**config.mk**
```make
export PLATFORM = sky130hd
export DESIGN_NAME = byte_word_funnel
export DESIGN_NICKNAME = d
export VERILOG_FILES = /design/src/rtl/funnel_pkg.sv /design/src/rtl/funnel_datapath.sv /design/src/rtl/funnel_control.sv /design/src/rtl/byte_word_funnel.sv
export SDC_FILE = /design/constraint.sdc
export NUM_CORES = 2
export LEC_CHECK = 0
export CAP_MARGIN = 20
export CORE_ASPECT_RATIO = 2
export CORE_UTILIZATION = 40
export CTS_CLUSTER_DIAMETER = 30
export CTS_CLUSTER_SIZE = 20
export DETAILED_ROUTE_END_ITERATION = 7
export PLACE_DENSITY = 0.66
export SYNTH_ARGS = -nofsm -noshare
export SYNTH_HDL_FRONTEND = slang
export SYNTH_SLANG_ARGS = --single-unit
```
**constraint.sdc**
```tcl
create_clock -name clk -period 9.2 [get_ports clk]
set_input_delay 2.76 -clock clk [delete_from_list [all_inputs] [get_ports clk]]
set_output_delay 2.76 -clock clk [all_outputs]
set_load 0.005 [all_outputs]
```
**src/rtl/funnel_pkg.sv**
```systemverilog
package funnel_pkg;

  // strobes from the control to the datapath
  typedef struct packed {
    logic clear;     // empty the FIFO
    logic devPush;   // one device byte in
    logic devPop;    // one device byte out
    logic hostPush;  // one host word in (two bytes)
    logic hostPop;   // one host word out (two bytes)
    logic loadAddr;  // load the host address counter
    logic stepAddr;  // advance the host address by one word
  } fifoStrobe_t;

  typedef enum logic [1:0] {
    BUS_IDLE = 2'd0,
    BUS_REQ  = 2'd1,
    BUS_XFER = 2'd2
  } busState_t;

endpackage

```
**src/rtl/funnel_datapath.sv**
```systemverilog
module funnel_datapath import funnel_pkg::*; #(
  parameter int DEPTH  = 64,
  parameter int ADDR_W = 24
) (
  input  logic                    clk,
  input  logic                    rstN,
  input  fifoStrobe_t             ctl,
  input  logic [7:0]              devDataIn,
  input  logic [15:0]             hostRData,
  input  logic [ADDR_W-1:0]       startAddr,
  output logic [$clog2(DEPTH):0]  fill,
  output logic [7:0]              devDataOut,
  output logic [15:0]             hostWData,
  output logic [ADDR_W-1:0]       hostAddr
);

  localparam int PTR_W = $clog2(DEPTH);
  localparam int FW    = PTR_W + 1;

  logic [7:0]        memQ [DEPTH];
  logic [PTR_W-1:0]  wrPtrQ, rdPtrQ, wrNext, rdNext;
  logic [FW-1:0]     fillQ, pushN, popN;
  logic [ADDR_W-1:0] addrQ;

  assign wrNext = wrPtrQ + PTR_W'(1);
  assign rdNext = rdPtrQ + PTR_W'(1);

  always_comb begin
    pushN = '0;
    if (ctl.devPush)       pushN = FW'(1);
    else if (ctl.hostPush) pushN = FW'(2);
    popN = '0;
    if (ctl.devPop)        popN = FW'(1);
    else if (ctl.hostPop)  popN = FW'(2);
  end

  // byte storage; a host word writes its upper byte first in FIFO order
  always_ff @(posedge clk or negedge rstN) begin
    if (!rstN) begin
      for (int i = 0; i < DEPTH; i++) memQ[i] <= '0;
    end else begin
      for (int i = 0; i < DEPTH; i++) begin
        if (ctl.devPush && wrPtrQ == PTR_W'(i))       memQ[i] <= devDataIn;
        else if (ctl.hostPush && wrPtrQ == PTR_W'(i)) memQ[i] <= hostRData[15:8];
        else if (ctl.hostPush && wrNext == PTR_W'(i)) memQ[i] <= hostRData[7:0];
      end
    end
  end

  always_ff @(posedge clk or negedge rstN) begin
    if (!rstN) begin
      wrPtrQ <= '0;
      rdPtrQ <= '0;
      fillQ  <= '0;
    end else if (ctl.clear) begin
      wrPtrQ <= '0;
      rdPtrQ <= '0;
      fillQ  <= '0;
    end else begin
      if (ctl.devPush)       wrPtrQ <= wrNext;
      else if (ctl.hostPush) wrPtrQ <= wrPtrQ + PTR_W'(2);
      if (ctl.devPop)        rdPtrQ <= rdNext;
      else if (ctl.hostPop)  rdPtrQ <= rdPtrQ + PTR_W'(2);
      fillQ <= fillQ + pushN - popN;
    end
  end

  always_ff @(posedge clk or negedge rstN) begin
    if (!rstN)             addrQ <= '0;
    else if (ctl.loadAddr) addrQ <= startAddr;
    else if (ctl.stepAddr) addrQ <= addrQ + ADDR_W'(2);
  end

  assign fill       = fillQ;
  assign devDataOut = memQ[rdPtrQ];
  assign hostWData  = {memQ[rdPtrQ], memQ[rdNext]};
  assign hostAddr   = addrQ;


  fill_bound_chk: assert property (@(posedge clk) disable iff (!rstN)
    fillQ <= FW'(DEPTH));


  no_overflow_chk: assert property (@(posedge clk) disable iff (!rstN)
    !(ctl.devPush && fillQ == FW'(DEPTH)));


  no_underflow_chk: assert property (@(posedge clk) disable iff (!rstN)
    !(ctl.devPop && fillQ == '0));


  host_pop_whole_word_chk: assert property (@(posedge clk) disable iff (!rstN)
    ctl.hostPop |-> (fillQ >= FW'(2)));

endmodule

```
**src/rtl/funnel_control.sv**
```systemverilog
module funnel_control import funnel_pkg::*; #(
  parameter int DEPTH       = 64,
  parameter int BURST_WORDS = 16,
  parameter int CNT_W       = 16
) (
  input  logic                    clk,
  input  logic                    rstN,
  input  logic                    startPulse,
  input  logic                    dirToHost,
  input  logic [CNT_W-1:0]        byteCount,
  input  logic                    devStrobe,
  input  logic [$clog2(DEPTH):0]  fill,
  input  logic                    busGrant,
  input  logic                    hostAck,
  output fifoStrobe_t             ctl,
  output logic                    busReq,
  output logic                    hostCycle,
  output logic                    hostWrite,
  output logic                    busy,
  output logic                    done,
  output logic                    err
);

  localparam int FW     = $clog2(DEPTH) + 1;
  localparam int THRESH = 2 * BURST_WORDS;
  localparam int BL_W   = $clog2(BURST_WORDS + 1);

  busState_t        stateQ;
  logic             dirQ, busyQ, doneQ, errQ;
  logic [CNT_W-1:0] devRemainQ, hostRemainQ;
  logic [BL_W-1:0]  burstLeftQ, firstLen;
  logic [FW-1:0]    freeBytes;
  logic active, devWant, pushOk, popOk, overflow, underflow, fault;
  logic wordMove, burstReady;

  always_comb begin
    active    = busyQ && !startPulse;
    devWant   = active && devStrobe && (devRemainQ != '0);
    pushOk    = devWant && dirQ && (fill != FW'(DEPTH));
    overflow  = devWant && dirQ && (fill == FW'(DEPTH));
    popOk     = devWant && !dirQ && (fill != '0);
    underflow = devWant && !dirQ && (fill == '0);
    fault     = overflow || underflow;
    wordMove  = active && (stateQ == BUS_XFER) && busGrant && hostAck;
    freeBytes = FW'(DEPTH) - fill;
    burstReady = active && !fault && (hostRemainQ != '0) &&
                 (dirQ ? ((fill >= FW'(THRESH)) || (devRemainQ == '0))
                       : (freeBytes >= FW'(THRESH)));
    firstLen  = (hostRemainQ > CNT_W'(BURST_WORDS)) ? BL_W'(BURST_WORDS)
                                                    : BL_W'(hostRemainQ);

    ctl.clear    = startPulse;
    ctl.loadAddr = startPulse;
    ctl.devPush  = pushOk;
    ctl.devPop   = popOk;
    ctl.hostPop  = wordMove && dirQ;
    ctl.hostPush = wordMove && !dirQ;
    ctl.stepAddr = wordMove;
  end

  always_ff @(posedge clk or negedge rstN) begin
    if (!rstN) begin
      stateQ      <= BUS_IDLE;
      dirQ        <= 1'b0;
      busyQ       <= 1'b0;
      doneQ       <= 1'b0;
      errQ        <= 1'b0;
      devRemainQ  <= '0;
      hostRemainQ <= '0;
      burstLeftQ  <= '0;
    end else if (startPulse) begin
      stateQ      <= BUS_IDLE;
      dirQ        <= dirToHost;
      busyQ       <= 1'b1;
      doneQ       <= 1'b0;
      errQ        <= 1'b0;
      devRemainQ  <= {byteCount[CNT_W-1:1], 1'b0};
      hostRemainQ <= byteCount >> 1;
      burstLeftQ  <= '0;
    end else if (busyQ) begin
      if (fault) begin
        errQ   <= 1'b1;
        busyQ  <= 1'b0;
        stateQ <= BUS_IDLE;
      end else begin
        if (pushOk || popOk) devRemainQ  <= devRemainQ - CNT_W'(1);
        if (wordMove)        hostRemainQ <= hostRemainQ - CNT_W'(1);
        unique case (stateQ)
          BUS_IDLE: if (burstReady) begin
            stateQ     <= BUS_REQ;
            burstLeftQ <= firstLen;
          end
          BUS_REQ:  if (busGrant) stateQ <= BUS_XFER;
          BUS_XFER: if (wordMove) begin
            burstLeftQ <= burstLeftQ - BL_W'(1);
            if (burstLeftQ == BL_W'(1)) stateQ <= BUS_IDLE;
          end
          default:  stateQ <= BUS_IDLE;
        endcase
        if (devRemainQ == '0 && hostRemainQ == '0) begin
          busyQ <= 1'b0;
          doneQ <= 1'b1;
        end
      end
    end
  end

  assign busReq    = busyQ && (stateQ != BUS_IDLE);
  assign hostCycle = busyQ && (stateQ == BUS_XFER) && busGrant;
  assign hostWrite = dirQ;
  assign busy      = busyQ;
  assign done      = doneQ;
  assign err       = errQ;

  // words seen inside the current request, for the burst length check
  logic [BL_W:0] burstWordsQ;
  always_ff @(posedge clk or negedge rstN) begin
    if (!rstN)         burstWordsQ <= '0;
    else if (!busReq)  burstWordsQ <= '0;
    else if (wordMove) burstWordsQ <= burstWordsQ + (BL_W+1)'(1);
  end


  burst_len_chk: assert property (@(posedge clk) disable iff (!rstN)
    burstWordsQ <= (BL_W+1)'(BURST_WORDS));


  req_hold_chk: assert property (@(posedge clk) disable iff (!rstN)
    (stateQ == BUS_REQ && busyQ && !busGrant && !startPulse && !fault) |=> busReq);


  cycle_needs_req_chk: assert property (@(posedge clk) disable iff (!rstN)
    hostCycle |-> busReq);


  err_sticky_chk: assert property (@(posedge clk) disable iff (!rstN)
    (errQ && !startPulse) |=> errQ);


  err_quiet_chk: assert property (@(posedge clk) disable iff (!rstN)
    errQ |-> !busReq);


  done_busy_excl_chk: assert property (@(posedge clk) disable iff (!rstN)
    !(doneQ && busyQ));

endmodule

```
**src/rtl/byte_word_funnel.sv**
```systemverilog
module byte_word_funnel import funnel_pkg::*; #(
  parameter int DEPTH       = 64,
  parameter int BURST_WORDS = 16,
  parameter int ADDR_W      = 24,
  parameter int CNT_W       = 16
) (
  input  logic              clk,
  input  logic              rstN,
  input  logic              startPulse,
  input  logic              dirToHost,
  input  logic [ADDR_W-1:0] startAddr,
  input  logic [CNT_W-1:0]  byteCount,
  input  logic              devStrobe,
  input  logic [7:0]        devDataIn,
  output logic [7:0]        devDataOut,
  output logic              busReq,
  input  logic              busGrant,
  output logic              hostCycle,
  input  logic              hostAck,
  output logic              hostWrite,
  output logic [ADDR_W-1:0] hostAddr,
  output logic [15:0]       hostWData,
  input  logic [15:0]       hostRData,
  output logic              busy,
  output logic              done,
  output logic              err
);

  localparam int FW = $clog2(DEPTH) + 1;

  fifoStrobe_t   ctl;
  logic [FW-1:0] fill;

  funnel_control #(
    .DEPTH(DEPTH), .BURST_WORDS(BURST_WORDS), .CNT_W(CNT_W)
  ) u_ctrl (
    .clk(clk), .rstN(rstN), .startPulse(startPulse), .dirToHost(dirToHost),
    .byteCount(byteCount), .devStrobe(devStrobe), .fill(fill),
    .busGrant(busGrant), .hostAck(hostAck), .ctl(ctl), .busReq(busReq),
    .hostCycle(hostCycle), .hostWrite(hostWrite), .busy(busy),
    .done(done), .err(err)
  );

  funnel_datapath #(
    .DEPTH(DEPTH), .ADDR_W(ADDR_W)
  ) u_path (
    .clk(clk), .rstN(rstN), .ctl(ctl), .devDataIn(devDataIn),
    .hostRData(hostRData), .startAddr(startAddr), .fill(fill),
    .devDataOut(devDataOut), .hostWData(hostWData), .hostAddr(hostAddr)
  );

endmodule

```
-- After elaboration in Yosys (flattened, before gate mapping)
Cells that the tools add are included.
W data, S select, Z words.
- bits in registers: 598
- latch bits: 0
- RAM bits: 0
- bits in read-only memories: 0
- input port bits: 71
- output and inout port bits: 54
- word-level logic and storage cells: 785
- memories kept: 0
- $add $sub $neg: 11
- multiply operators: 0
- div/mod/pow operators: 0
- $lt $le $gt $ge: 5
- equal/unequal tests: 138
- shifts and indexed selects: 0
- muxes and demuxes: 246
- bitwise gates (word level): 2
- reduce and logical (&&, ||, !) cells: 307
- operator list (operator ; count):
    $mux W8 ; 196
    $eq A6 B6 Y1 const B ; 64
    $logic_and A1 B1 Y1 ; 213
    $reduce_bool A3 Y1 ; 67
    $eq A6 B5 Y1 const B ; 32
    $mux W16 ; 8
    $bmux W8 S6 ; 2
    $eq A6 B4 Y1 const B ; 16
    $eq A6 B3 Y1 const B ; 8
    $mux W24 ; 2
    $mux W6 ; 6
    $logic_not A16 Y1 ; 2
    $reduce_bool A16 Y1 ; 2
    $sub A16 B1 Y16 const B ; 2
    $mux W5 ; 6
    $add A24 B2 Y24 const B ; 1
    $eq A6 B2 Y1 const B ; 4
    $mux W2 ; 10
    $gt A16 B5 Y1 const B ; 1
    $ge A7 B6 Y1 const B ; 2
    $ge A7 B7 Y1 const B ; 2
    $mux W7 ; 2
    $not A6 Y7 ; 2
    $add A6 B1 Y6 const B ; 2
    28 further kinds ; 57

-- Longest topological paths before layout
- depth after elaboration: 16
- depth in mapped cells: 16
- depth with buffers taken out: 15

-- Cells and area by module
Synthesis repeated with hierarchy kept, for this count alone.
- cells, all modules: 4596
- area, all modules: 45339.7 µm²
- by module, submodules not included (module ; instances ; cells an instance ; area each (µm²) ; seq. area each (µm²)):
    funnel_datapath ; 1 ; 4305 ; 42445.7 ; 13888.3
    funnel_control ; 1 ; 291 ; 2894.0 ; 1076.0

-- Worst setup path before layout
OpenSTA, ideal clock, no wires.
- path kind: in2out
- start: in busGrant
- end: out hostCycle
- arrival time: 2.938 ns
- data required time: 6.440 ns
- slack: 3.502 ns
- stages: 1
- path buffers: 0
- cells stage by stage: and3_2
- longest elaborated chain between the ends: 1
- RTL lines (what ; RTL line ; RTL):
    start: declaration ; byte_word_funnel.sv:17 ; input logic busGrant,
    $logic_and A1 B1 Y1 ; funnel_control.sv:109 ; assign hostCycle = busyQ && (stateQ == BUS_XFER) && busGrant;
    end: declaration ; byte_word_funnel.sv:18 ; output logic hostCycle,
No other way between the ends.

-- Worst setup path in the final report
- start: reg u_path.rdPtrQ[0]
- end: out hostWData[3]
- longest elaborated chain between the ends: 5
- RTL lines (what ; RTL line ; RTL):
    start: declaration ; funnel_datapath.sv:21 ; logic [PTR_W-1:0] wrPtrQ, rdPtrQ, wrNext, rdNext;
    start signal: assignment ; funnel_datapath.sv:62 ; if (ctl.devPop) rdPtrQ <= rdNext;
    start signal: assignment ; funnel_datapath.sv:63 ; else if (ctl.hostPop) rdPtrQ <= rdPtrQ + PTR_W'(2);
    $add A6 B1 Y6 ; funnel_datapath.sv:26 ; assign rdNext = rdPtrQ + PTR_W'(1);
    $not A6 Y7 (not written as such) ; funnel_datapath.sv:76 ; assign hostWData = {memQ[rdPtrQ], memQ[rdNext]};
    $bmux W8 S6 ; funnel_datapath.sv:76 ;
    $mux W8 (not written as such) (2 in a row) ; funnel_datapath.sv:76 ;
    end: declaration ; byte_word_funnel.sv:22 ; output logic [15:0] hostWData,
No other way between the ends. The select of a mux whose other input is x is not followed.

==> qor.txt <==
Status: complete, no violations
Syn. warnings: 0
CTS clk-pin slew, worst paths: 0.05 ns
Vias: 37432
Hold WC Path Type: reg2reg
H-tree depth: 3
Distinct cell type count after synthesis: 93
Hold Vio Cnt, Final: 0
Clock root buffer: clkbuf_16
Number of synthesized register bits: 598
Family with the most delay on the worst path: multiplexers
FMAX: 123 MHz
Worst path cell trace: ha_4 -> buf_4 -> mux4_2 -> mux4_2 -> a22oi_1 -> nand2_1 -> clkdlybuf4s50_1
DIE HEIGHT: 480 um
Asr flop ratio synth: 100%
Most Frequent Cell on Critical Path: mux4_2
RD Place Congestion: 1.09
Synth top area share: 32.8%
Die area: 116000 um^2
Setup crit end kind: output pin
Post-route cell area: 51700 um^2
Post-CTS setup buffer count: 0
Synth Instances: 4315
Max FO, Critical Path: 46
First-pass GRT wire length: 250 mm
Pwr Density: 180 nW/um^2
Worst Skew: 0.0446 ns
Count of final setup violators: 0
WL final: 170 mm
Critical path arrival: 5.35 ns
Leakage: 24.1 nW
I/O pins: 125
Mean Syn Cell Area: 10.6 um^2
Hpwl dp: 114 mm
WL per Instance: 29.4 um
Initial DRC count: 3437
Setup ws final: 1.09 ns
Initial antenna violation count: 12
Core area: 113000 um^2
Largest net degree at the start of global routing: 127
Clock Sinks: 598
CTS Hold Bufs: 0
Placed insts: 5588
Critical Path Start Type: flop
Residual DRC: 0
Die width: 241 um
Period utilisation layout: 88.1%
Rel. slew slack: 13.5%
Max-Cap Viols: 0
Buffers plus inverters on the worst setup path: 2
Via/cell ratio: 6.46
Slew Viols, Final: 0
Fillcell total: 10482
Layout cells sized above 1: 29.7%
Final Non-Filler Cells: 5798
Setup WS pre-CTS: 1.90 ns
Largest cells by area after synthesis: dfrtp_1 33%, mux2_2 13%, mux4_2 13%, mux2i_1 13%, a21oi_1 6.0%
ANT nets after route: 0
NumNets Final: 4295
Slowest cell on the critical path: dfrtp_4
Post-synth top flop: dfrtp_1
Placed instance area: 47500 um^2
Total GRT Usage: 29.5%
Netlist Area Pre-Place: 45700 um^2
Clk_lat worst skew: 0.77 ns
Peak VDD IR: 0.180 mV
Vias in the first global route: 38140
Starting Density: 40.2%
Sequential fraction of the synthesis area: 32.8%
Setup TNS: 0 ns
CTS tree: built
Post_cts resized: 0
Area grow syn2layout: 13.2%
Grt total ovfl: 0
DR pass1 iterations: 6
Setup Crit Path Kind: reg2out
Num rows: 175
Tmin final: 8.11 ns
Cell taking the most area after synthesis: dfrtp_1
WP data required: 6.44 ns
Number of port buffers: 123
CTS Buf Count: 107
Number of flops mapped to enable cells by yosys: 0
Worst slew pin tran: 1.28 ns
Maximum root-to-sink buffer count: 3
Largest stage delay, worst path: 1.00 ns
Syn Nets: 4412
RSZ-0062 raised after global routing: false
==> sequential cells by signal, summed over array words and instances, names as in the netlist, 2 cells and up <==
| name | flops |
|---|---|
| u_ctrl.hostRemainQ | 16 |
| u_ctrl.stateQ | 2 |
| u_path.memQ | 512 |
| u_ctrl.devRemainQ | 16 |
| u_path.fill | 7 |
| u_path.wrPtrQ | 6 |
| u_path.rdPtrQ | 6 |
| u_path.hostAddr | 24 |
| u_ctrl.burstLeftQ | 5 |
==> placed cells by master (no fill, tap or decap), types with 25 or more instances in the layout <==
cell type	count
a21oi_1	547
nor2_1	575
inv_1	25
buf_4	63
dfrtp_1	594
mux2_2	531
clkdlybuf4s50_1	97
nand3_2	42
o22ai_2	27
buf_2	25
xnor2_1	39
clkbuf_16	109
nand3_1	46
nand4_1	59
xor2_1	36
nand2_1	90
mux4_2	265
mux2i_1	596
o21ai_0	63
==> power by group <==
part | switching (mW) | leakage, nW | internal, mW | total [mW]
logic | 1.15 | 14.0 | 0.790 | 1.94
clock network | 1.64 | 1.93 | 2.85 | 4.49
registers | 0.158 | 8.19 | 2.74 | 2.89
==> per-layer routing <==
metal  part of all wire, %  up-vias  GRT usage [%]
met5                 0.076        -              0
met4                    11       20           28.6
met3                   7.1      861           5.77
met2                    51     2206           50.5
met1                    31    18514           29.4
li1                      -    15831              -
==> stage by stage <==
step                      hold slack, ns  power, mW  util (%)
after floorplan                    0.486       4.04         -
after global placement             0.487       4.77      41.9
after detailed placement           0.493       4.81      41.9
after CTS                          0.506       9.30      45.5
after global routing               0.532       9.60      45.6
final                              0.507       9.32      45.6
==> cells by family (layout without fill, tap and decap cells) <==
family | Yosys count | in the layout | synth area share (%)
fa+ha+maj | 26 | 26 | 0.729
flops | 598 | 598 | 32.8
xor+xnor | 77 | 77 | 1.48
other cells | 0 | 2 | 0
mux | 1392 | 1392 | 39.2
simple gates | 979 | 979 | 10.8
compound gates | 791 | 791 | 10.8
buf+inv | 452 | 429 | 4.19
==> synth_stat cells, drive strengths merged (4+ instances only) <==
library cell / instances
xor2: 37
nand4: 80
or2: 5
buf: 152
nand2: 96
mux2i: 596
nor4: 20
ha: 25
nand2b: 7
o221ai: 16
o21ai: 69
and2: 14
dfrtp: 598
a31oi: 5
a22oi: 43
clkbuf: 272
a22o: 5
nor2: 579
a32oi: 4
xnor2: 40
mux4: 265
o22ai: 46
inv: 27
a21oi: 547
mux2: 531
or4: 6
nand3: 88
o211ai: 5
nor2b: 9
nor3: 32
a211oi: 27
and3: 18
or3: 12
==> final timing paths <==
kind                                       from                 end  slack [ns]  cells after the start
setup / recovery               u_path.rdPtrQ[0]        hostWData[3]        1.09                      7
min in group asynchronous                  rstN    u_path.memQ[175]        2.09                      1
setup reg to reg           u_ctrl.devRemainQ[0]      u_path.fill[6]        4.69                     15
hold / removal               u_path.hostAddr[0]  u_path.hostAddr[0]        0.51                      1
hold reg to reg              u_path.hostAddr[0]  u_path.hostAddr[0]        0.51                      1
max in group asynchronous                  rstN  u_path.hostAddr[7]        5.31                      3
==> final cells by class <==
class	instances	area (um^2)	share of cell area (%)
multi-input combinational	3265	28900	55.8
tap	1504	1880	3.64
clock buffer	123	2850	5.51
clock inverter	80	1200	2.32
timing repair buffer	198	1810	3.51
antenna	2	5.00	0.00968
inverter	28	105	0.203
sequential	598	15000	29.0
==> worst reg2reg max path, stage by stage, from the launching register on <==
cell and delay, ns:
dfrtp_1 0.43, inv_1 0.11, ha_1 0.17, nor4b_2 0.38, nand4_4 0.69, buf_4 0.66, nand3_1 0.34, inv_1 0.12
ha_1 0.24, fa_1 0.47, a21oi_1 0.19, o21bai_1 0.11, a21oi_1 0.17, o21bai_1 0.09, xor2_1 0.16, nor2_1 0.05
(Power assumes the default switching activity.)
